File: src/rtl/irqc_pkg.sv
package irqc_pkg;
  // word indices (byte address bits 7..2)
  localparam int W_LEVEL  = 0;
  localparam int W_PEND   = 1;
  localparam int W_ALIAS  = 2;
  localparam int W_CLEAR  = 3;
  localparam int W_STATUS = 4;
  localparam int W_BCAST  = 5;
  localparam int W_MASK0  = 16;
  localparam int W_FORCE0 = 32;
  // lsb of the clear field in a per-bank force write
  localparam int CLR_LSB  = 16;
endpackage

File: src/rtl/irqc_glob.sv
module irqc_glob #(
  parameter int LINES = 16
) (
  input  logic             clk,
  input  logic             rst,
  input  logic             wr_level,
  input  logic             wr_bcast,
  input  logic [LINES-1:0] wdata,
  input  logic [LINES-1:0] set_all,
  input  logic [LINES-1:0] clr_bits,
  output logic [LINES-1:0] level_q,
  output logic [LINES-1:0] bcast_q,
  output logic [LINES-1:0] pend_q,
  output logic [LINES-1:0] bset
);
  localparam logic [LINES-1:0] KEEP = ~LINES'(1);

  // broadcast routing uses the broadcast value held before this edge
  assign bset = set_all & bcast_q;

  always_ff @(posedge clk) begin
    if (rst) begin
      level_q <= '0;
      bcast_q <= '0;
      pend_q  <= '0;
    end else begin
      if (wr_level) level_q <= wdata & KEEP;
      if (wr_bcast) bcast_q <= wdata & KEEP;
      // set after clear: a new assertion survives a same-cycle clear
      pend_q <= (pend_q & ~clr_bits) | (set_all & ~bcast_q);
    end
  end

  // cleared bits are gone unless re-asserted on a non-broadcast line
  p_clear_r6: assert property (@(posedge clk) disable iff (rst)
    (|clr_bits) |=> ((pend_q & $past(clr_bits & ~(set_all & ~bcast_q))) == '0));

  // with no line and no clear, pending does not move
  p_pend_hold_r9: assert property (@(posedge clk) disable iff (rst)
    (set_all == '0 && clr_bits == '0) |=> $stable(pend_q));

  // bit 0 never stored
  p_bit0_r2: assert property (@(posedge clk) disable iff (rst)
    !pend_q[0] && !level_q[0] && !bcast_q[0]);
endmodule

File: src/rtl/irqc_bank.sv
module irqc_bank #(
  parameter int LINES     = 16,
  parameter bit HAS_ALIAS = 1'b0
) (
  input  logic             clk,
  input  logic             rst,
  input  logic             wr_mask,
  input  logic             wr_force,
  input  logic             wr_alias,
  input  logic [31:0]      wdata,
  input  logic [LINES-1:0] clr_bits,
  input  logic [LINES-1:0] bset,
  output logic [LINES-1:0] mask_q,
  output logic [LINES-1:0] force_q
);
  import irqc_pkg::*;
  localparam logic [LINES-1:0] KEEP = ~LINES'(1);

  logic [LINES-1:0] set_field, clr_field, base, force_d;

  assign set_field = wdata[LINES-1:0] & KEEP;
  assign clr_field = wdata[CLR_LSB +: LINES] & KEEP;

  always_comb begin
    base = force_q;
    if (HAS_ALIAS && wr_alias) base = set_field;
    else if (wr_force)         base = (force_q | set_field) & ~clr_field;
    force_d = (base & ~clr_bits) | bset;
  end

  always_ff @(posedge clk) begin
    if (rst) begin
      mask_q  <= '0;
      force_q <= '0;
    end else begin
      if (wr_mask) mask_q <= set_field;
      force_q <= force_d;
    end
  end

  // every broadcast assertion lands in this bank
  p_bcast_r5: assert property (@(posedge clk) disable iff (rst)
    (|bset) |=> (($past(bset) & ~force_q) == '0));

  // clear field wins unless the line re-asserts by broadcast
  p_force_clr_r7: assert property (@(posedge clk) disable iff (rst)
    (wr_force && !wr_alias && (clr_field & bset) == '0) |=> ((force_q & $past(clr_field)) == '0));

  // bit 0 never stored
  p_bit0_bank_r2: assert property (@(posedge clk) disable iff (rst)
    !force_q[0] && !mask_q[0]);
endmodule

File: src/rtl/irqc_prio.sv
module irqc_prio #(
  parameter int LINES = 16,
  parameter int ID_W  = 4
) (
  input  logic [LINES-1:0] active,
  input  logic [LINES-1:0] level,
  output logic             any,
  output logic [ID_W-1:0]  id
);
  logic [LINES-1:0] hi, win;

  always_comb begin
    hi  = active & level;
    win = (|hi) ? hi : (active & ~level);
    any = |win;
    id  = '0;
    for (int i = 1; i < LINES; i++)
      if (win[i]) id = ID_W'(i);
  end
endmodule

File: src/rtl/irq_ctrl_mp.sv
module irq_ctrl_mp #(
  parameter int LINES  = 16,
  parameter int CPUS   = 4,
  parameter int ADDR_W = 8,
  localparam int ID_W  = $clog2(LINES)
) (
  input  logic              clk,
  input  logic              rst,
  input  logic              bus_sel,
  input  logic              bus_we,
  input  logic [ADDR_W-1:0] bus_addr,
  input  logic [31:0]       bus_wdata,
  output logic [31:0]       bus_rdata,
  input  logic [LINES-1:0]  irq_lines,
  input  logic              ack_valid,
  input  logic [ID_W-1:0]   ack_id,
  output logic              irq_valid,
  output logic [ID_W-1:0]   irq_id
);
  import irqc_pkg::*;
  localparam logic [LINES-1:0] KEEP = ~LINES'(1);
  localparam logic [5:0] A_LEVEL  = 6'(W_LEVEL);
  localparam logic [5:0] A_PEND   = 6'(W_PEND);
  localparam logic [5:0] A_ALIAS  = 6'(W_ALIAS);
  localparam logic [5:0] A_CLEAR  = 6'(W_CLEAR);
  localparam logic [5:0] A_BCAST  = 6'(W_BCAST);

  logic [5:0]       word;
  logic             wr, rd;
  logic [LINES-1:0] set_all, clr_bits, ack_bits;
  logic [LINES-1:0] level_q, bcast_q, pend_q, bset;
  logic [LINES-1:0] mask_q  [CPUS];
  logic [LINES-1:0] force_q [CPUS];
  logic [LINES-1:0] active;
  logic             nxt_valid;
  logic [ID_W-1:0]  nxt_id;
  logic [31:0]      rd_val;
  logic             unused_addr;

  assign word        = bus_addr[7:2];
  assign unused_addr = ^bus_addr[1:0];
  assign wr          = bus_sel & bus_we;
  assign rd          = bus_sel & ~bus_we;
  assign set_all     = irq_lines & KEEP;
  assign ack_bits    = ack_valid ? (LINES'(1) << ack_id) : '0;
  assign clr_bits    = (((wr && word == A_CLEAR) ? bus_wdata[LINES-1:0] : '0) | ack_bits) & KEEP;

  irqc_glob #(.LINES(LINES)) u_glob (
    .clk      (clk),
    .rst      (rst),
    .wr_level (wr && word == A_LEVEL),
    .wr_bcast (wr && word == A_BCAST),
    .wdata    (bus_wdata[LINES-1:0]),
    .set_all  (set_all),
    .clr_bits (clr_bits),
    .level_q  (level_q),
    .bcast_q  (bcast_q),
    .pend_q   (pend_q),
    .bset     (bset)
  );

  for (genvar c = 0; c < CPUS; c++) begin : g_bank
    irqc_bank #(.LINES(LINES), .HAS_ALIAS(c == 0)) u_bank (
      .clk      (clk),
      .rst      (rst),
      .wr_mask  (wr && word == 6'(W_MASK0 + c)),
      .wr_force (wr && word == 6'(W_FORCE0 + c)),
      .wr_alias (wr && word == A_ALIAS),
      .wdata    (bus_wdata),
      .clr_bits ((c == 0) ? clr_bits : '0),
      .bset     (bset),
      .mask_q   (mask_q[c]),
      .force_q  (force_q[c])
    );
  end

  assign active = (pend_q | force_q[0]) & mask_q[0];

  irqc_prio #(.LINES(LINES), .ID_W(ID_W)) u_prio (
    .active (active),
    .level  (level_q),
    .any    (nxt_valid),
    .id     (nxt_id)
  );

  always_comb begin
    rd_val = '0;
    case (word)
      A_LEVEL: rd_val = 32'(level_q);
      A_PEND:  rd_val = 32'(pend_q);
      A_ALIAS: rd_val = 32'(force_q[0]);
      A_BCAST: rd_val = 32'(bcast_q);
      default: begin
        for (int c = 0; c < CPUS; c++) begin
          if (word == 6'(W_MASK0 + c))  rd_val = 32'(mask_q[c]);
          if (word == 6'(W_FORCE0 + c)) rd_val = 32'(force_q[c]);
        end
      end
    endcase
  end

  always_ff @(posedge clk) begin
    if (rst) begin
      irq_valid <= 1'b0;
      irq_id    <= '0;
      bus_rdata <= '0;
    end else begin
      irq_valid <= nxt_valid;
      irq_id    <= nxt_id;
      bus_rdata <= rd ? rd_val : '0;
    end
  end

  // no request means number 0
  p_idle_id_r4: assert property (@(posedge clk) disable iff (rst)
    !irq_valid |-> (irq_id == '0));

  // a request needs a non-empty bank-0 mask one cycle earlier
  p_valid_mask_r3: assert property (@(posedge clk) disable iff (rst)
    irq_valid |-> ($past(mask_q[0]) != '0));

  // read data is zero unless a read was issued
  p_rdata_idle_r1: assert property (@(posedge clk) disable iff (rst)
    !(bus_sel && !bus_we) |=> (bus_rdata == '0));
endmodule

File: config.mk
export PLATFORM = sky130hd
export DESIGN_NAME = irq_ctrl_mp
export DESIGN_NICKNAME = d
export VERILOG_FILES = /design/src/rtl/irqc_pkg.sv /design/src/rtl/irqc_glob.sv /design/src/rtl/irqc_bank.sv /design/src/rtl/irqc_prio.sv /design/src/rtl/irq_ctrl_mp.sv
export SDC_FILE = /design/constraint.sdc
export NUM_CORES = 1
export LEC_CHECK = 0
export BUFFER_PORTS_ARGS = -buffer_cell sky130_fd_sc_hd__buf_2
export CAP_MARGIN = 20
export CORE_ASPECT_RATIO = 1.75
export CORE_MARGIN = 3
export CORE_UTILIZATION = 40
export CTS_BUF_LIST = sky130_fd_sc_hd__clkbuf_4 sky130_fd_sc_hd__clkbuf_8
export CTS_CLUSTER_DIAMETER = 80
export DETAILED_ROUTE_END_ITERATION = 16
export GPL_TIMING_DRIVEN = 1
export HOLD_SLACK_MARGIN = 0.05
export PLACE_DENSITY_LB_ADDON = 0.12
export SLEW_MARGIN = 20
export SYNTH_ARGS = -nofsm -noshare
export SYNTH_HDL_FRONTEND = slang
export SYNTH_HIERARCHICAL = 1
export SYNTH_SLANG_ARGS = --single-unit
File: constraint.sdc
create_clock -name clk -period 6.1 [get_ports clk]
set_clock_uncertainty 0.05 [all_clocks]
set_input_delay 1.525 -clock clk [delete_from_list [all_inputs] [get_ports clk]]
set_output_delay 1.525 -clock clk [all_outputs]
set_load 0.01 [all_outputs]
After elaboration in Yosys (flattened, before gate mapping)
Index checks and enable logic that the tools add are counted.
{ "word_totals": {"ff_bits": 207, "elab_cells": 105} }
{ "classes": {"n_mux": 32, "reduce_logical": 16, "n_eq_ne": 12, "shift": 1, "bitwise_logic": 30} }
{ "op_table": {"columns": ["op", "n"], "rows": [
  ["2-to-1 mux 32 bit", 7],
  ["AND 16 bit", 11],
  ["OR 16 bit", 11],
  ["2-to-1 mux 16 bit", 9],
  ["one-hot mux 32 bit (4 select lines)", 1],
  ["NOT 16 bit", 4],
  ["2-to-1 mux 4 bit", 8],
  ["OR reduction 16 bit", 2],
  ["== test 6 x 5 -> 1 bit (second input constant)", 4],
  ["== test 6 bit (second input constant)", 4],
  ["<< shifter 1 x 4 -> 16 bit (first input constant)", 1],
  ["== test 6 x 2 -> 1 bit (second input constant)", 2],
  ["logical AND 1 bit", 12],
  ["2-to-1 mux 3 bit", 4],
  ["== test 6 x 1 -> 1 bit (second input constant)", 1],
  ["== test 6 x 3 -> 1 bit (second input constant)", 1],
  ["zero test 6 bit", 1],
  ["2-to-1 mux 2 bit", 2],
  ["AND 1 bit", 2],
  ["NOT 1 bit", 2],
  ["OR reduction 2 bit", 1],
  ["2-to-1 mux 1 bit", 1]
]} }

Longest topological paths before layout
{ "depth": {"depth_word": 20, "depth_mapped": 10, "mapped_depth_nobuf": 8} }

Hierarchy
The synthesis kept the hierarchy.
{ "modules_own_cells": {"columns": ["module", "instances", "cells_each", "area_each_um2", "seq_area_each_um2"], "rows": [
  ["irqc_bank at g_bank[1].u_bank ...", 3, 136, 1372.6, 620.6],
  ["irq_ctrl_mp", 1, 357, 2706.3, 420.4],
  ["irqc_glob", 1, 182, 1819.2, 920.9],
  ["irqc_bank at g_bank[0].u_bank", 1, 170, 1642.8, 620.6],
  ["irqc_prio", 1, 69, 486.7, 0.0]
]} }

Worst setup path before layout
Ideal clock, no wire load.
{ "synth_timing": {"path_kind": "in2reg", "startpoint": "input bus_addr[4]", "endpoint": "register g_bank[2].u_bank.force_q[10]", "t_arrival_ps": 3381, "setup_ps": 73, "path_stages": 9, "slack_ps": 2596, "cell_sequence": "buf_2 or4b_4 buf_6 or2_2 clkbuf_1 nor2_1 clkbuf_1 a21oi_1 o22ai_2"} }
{ "synth_via": {"elab_chain_len": 4} }
{ "synth_lines": {"columns": ["item", "line_no", "text"], "rows": [
  ["start: declaration", "irq_ctrl_mp.sv:11", "input logic [ADDR_W-1:0] bus_addr,"],
  ["== test 6 bit", "irq_ctrl_mp.sv:67", ".wr_force (wr && word == 6'(W_FORCE0 + c)),"],
  ["logical AND 1 bit", "irq_ctrl_mp.sv:67", null],
  ["2-to-1 mux 16 bit", "irqc_bank.sv:27", "else if (wr_force) base = (force_q | set_field) & ~clr_field;"],
  ["OR 16 bit", "irqc_bank.sv:28", "force_d = (base & ~clr_bits) | bset;"],
  ["end signal: assignment", "irqc_bank.sv:37", "force_q <= force_d;"],
  ["end: declaration", "irqc_bank.sv:14", "output logic [LINES-1:0] force_q"]
]} }
No other way between the ends.
A chain may end at the register's enable or synchronous reset.

Worst setup path in the final report
{ "layout_timing": {"startpoint": "input bus_addr[6]", "endpoint": "register g_bank[3].u_bank.mask_q[4]"} }
{ "layout_via": {"elab_chain_len": 2} }
{ "layout_lines": {"columns": ["item", "line_no", "text"], "rows": [
  ["== test 6 x 5 -> 1 bit", "irq_ctrl_mp.sv:66", ".wr_mask (wr && word == 6'(W_MASK0 + c)),"],
  ["logical AND 1 bit", "irq_ctrl_mp.sv:66", null],
  ["end signal: assignment", "irqc_bank.sv:36", "if (wr_mask) mask_q <= set_field;"],
  ["end: declaration", "irqc_bank.sv:13", "output logic [LINES-1:0] mask_q,"]
]} }
No other way between the ends.

==> flow_summary.ini <==
[outcome]
status = complete, no violations

[timing]
finalMaxSlewViolations = 0
max_freq_ghz = 0.2744
relSlewSlack = 0.2536
tightest_slew_ns = 1.115
hold_viol_final = 0
timing.final.crit_period_ns = 3.645
hold_ws_ns = 0.4444
finalCritPeriodShare = 0.5975
tns_ns = 0
grt_setup_unrepaired = no
final-setup-viol-count = 0

[critical_path]
r2r_setup_slack_ns = 3.16
cp.required_ns = 6.41
rr_endpoint = irq_id[0]
r2r-start = g_bank[0].u_bank/force_q[11]
crit_path_end_kind = flop
slowest_stage = nand2_1
critPathKind = in2reg
rr_worst_depth = 8
crit_path_max_fanout = 17
arrival_ns = 3.95
crit_chain = buf_2, nor2b_1, nand2_1, nor2_2, buf_4, mux2i_1, nor2_1
critical-path-max-stage-delay_ns = 0.65
start_kind = primary input

[power]
peakVddDrop_mv = 0.1422
finalPower_mw = 2.421
p_leak_nw = 4.035
p_per_area_nw_per_um2 = 207.3

[min_path]
min_from = g_bank[2].u_bank/force_q[8]
hp-class = reg2reg
hold_depth = 2
whs_endpoint = g_bank[2].u_bank/force_q[8]

[logic_synthesis]
synth_cell_types = 69
synth.top_cell.area_share = 0.3549
synth_warnings = 6
netlist_instances = 1186
async_flop_share = 0
synth-seq-cells = 191
synth_top_area_cell = dfxtp_1
netlist_area_sq_um = 10770
avgSynthCellArea_sq_um = 9.083
ys.flop_type = dfxtp_1
yosysMostFrequentCell = dfxtp_1
seq_area_frac_synth = 0.3549
synth.top_cells.by_count = dfxtp_1, nor2_1, a21oi_1, mux2i_1, inv_1
synth_area_leaders = dfxtp_1, mux2i_1, o22ai_2
synth-edff-count = 0

[grt]
grt_antenna_before_repair = 2
grt_pass1_vias = 8758
grt_max_degree = 135
overflow = 0
grt_pass1_wl_mm = 53.60
grt_use_total = 0.2443

[flow_run]
drv_cap = 0

[routing]
drc = 0
vias = 9239
wl_per_cell_microns = 22.37
final_antenna_net_count = 0
drt-initial-drc-count = 764
dr.pass1.iters = 5
vias_per_cell = 5.814
totalWireLength_mm = 35.54

[floorplan]
core_sq_um = 26250
dieHeight_microns = 223.1
start_util = 0.4104
pin_count = 102
placementRows = 78
die_x_microns = 130.1
die_area_sq_um = 29010

[clock_tree]
cts_hold_buffers = 0
cts_resized = 0
post_cts_buffers = 0
root_buffer = clkbuf_8
clk_latency_ns = 0.51
numCtsBuffers = 17
tritoncts = built
cts.clk_slew.worst_paths_ns = 0.09
clock-sinks = 191
cts_buffer_depth = 2
htreeDepth = 4

[finish]
area_growth_pct = 8.409
n_antenna_cell = 0
nNetsFinal = 1324
drive_gt1_frac = 0.1907
fill_cells = 2619

[place]
io_buffers = 80
hpwl_mm = 25.04
gp_congestion = 0.9073
## critical path, delay by kind of cell
kind / cells / cell delay [ns]
mux: 1 / 0.24
buf+inv: 2 / 0.64
simple gates: 4 / 1.53
## how the worst max path moves through the flow
stage	start	end	slack, ns	depth (start not counted)
after floorplan	bus_addr[4]	g_bank[2].u_bank/force_q[10]	2.60	9
after global placement	bus_addr[6]	g_bank[3].u_bank/mask_q[2]	1.96	7
after detailed placement	bus_addr[6]	g_bank[3].u_bank/mask_q[6]	1.94	7
after CTS	bus_addr[6]	g_bank[3].u_bank/mask_q[12]	2.48	7
after global routing	bus_addr[6]	g_bank[3].u_bank/mask_q[12]	2.31	7
final	bus_addr[6]	g_bank[3].u_bank/mask_q[4]	2.46	7
## layout by cell type, fill, tap and decap left out, drive strengths merged, types with 8 or more instances in the layout
cell type  count
o221ai        12
o22ai         45
a211o         46
nor2         109
dfxtp        191
a31o          13
or2           17
o21a          23
nor3          12
nand3         12
a21oi        114
a221o         13
conb          74
a221oi        26
mux2i         90
and2          19
nand2         42
a22oi         46
o31ai          9
buf           97
o211ai        10
o21ai         24
nand2b        51
o41ai         16
inv           71
a31oi          8
nor2b         10
clkbuf        24
## stage by stage
stage	utilization	setup slack, ns	cells	area (sq um)
final	0.4449	2.455	1589	11680
after global routing	0.4449	2.309	1589	11680
after CTS	0.4443	2.484	1588	11660
after detailed placement	0.4279	1.942	1559	11230
after global placement	0.4279	1.964	1559	11230
after floorplan	-	2.596	1254	11030
## per-layer routing
metal | global-route usage | up-vias | share of wire
li1 | - | 4377 | -
met1 | 0.3285 | 4519 | 0.44
met5 | 0 | - | 0.00090
met2 | 0.3945 | 285 | 0.49
met4 | 0.07953 | 4 | 0.024
met3 | 0.04241 | 54 | 0.048
## flip-flops by register name (all words and copies together) (netlist names)
register	count
g_bank.u_bank/force_q	64
g_bank.u_bank/mask_q	60
irq_id	4
bus_rdata	16
u_glob/bcast_q	15
u_glob/pend_q	16
u_glob/level_q	15
irq_valid	1
## logic make-up after synthesis
logic type | count (synthesis) | share of synthesized area
other cells | 6 | 0.002090
buf+inv | 184 | 0.09872
flops | 191 | 0.3549
simple gates | 296 | 0.1482
mux | 90 | 0.08362
xor+xnor | 1 | 0.0008132
compound gates | 418 | 0.3116
## cell type report
type	instances	area, sq um	area share
Multi-Input combinational cell	879	6190	0.5300
Sequential cell	191	3824	0.3274
Timing Repair Buffer	98	564.3	0.04832
Tap cell	320	400.4	0.03428
Clock buffer	23	297.8	0.02550
Inverter	72	270.3	0.02314
Clock inverter	6	132.6	0.01136
## power breakdown
group	switching [mW]	total (mW)	leakage, nW	internal [mW]
logic	0.145	0.208	2.27	0.0626
registers	0.0126	1.27	1.54	1.26
clock network	0.456	0.941	0.218	0.486
total	0.614	2.42	4.04	1.81
(Power assumes the default switching activity.)
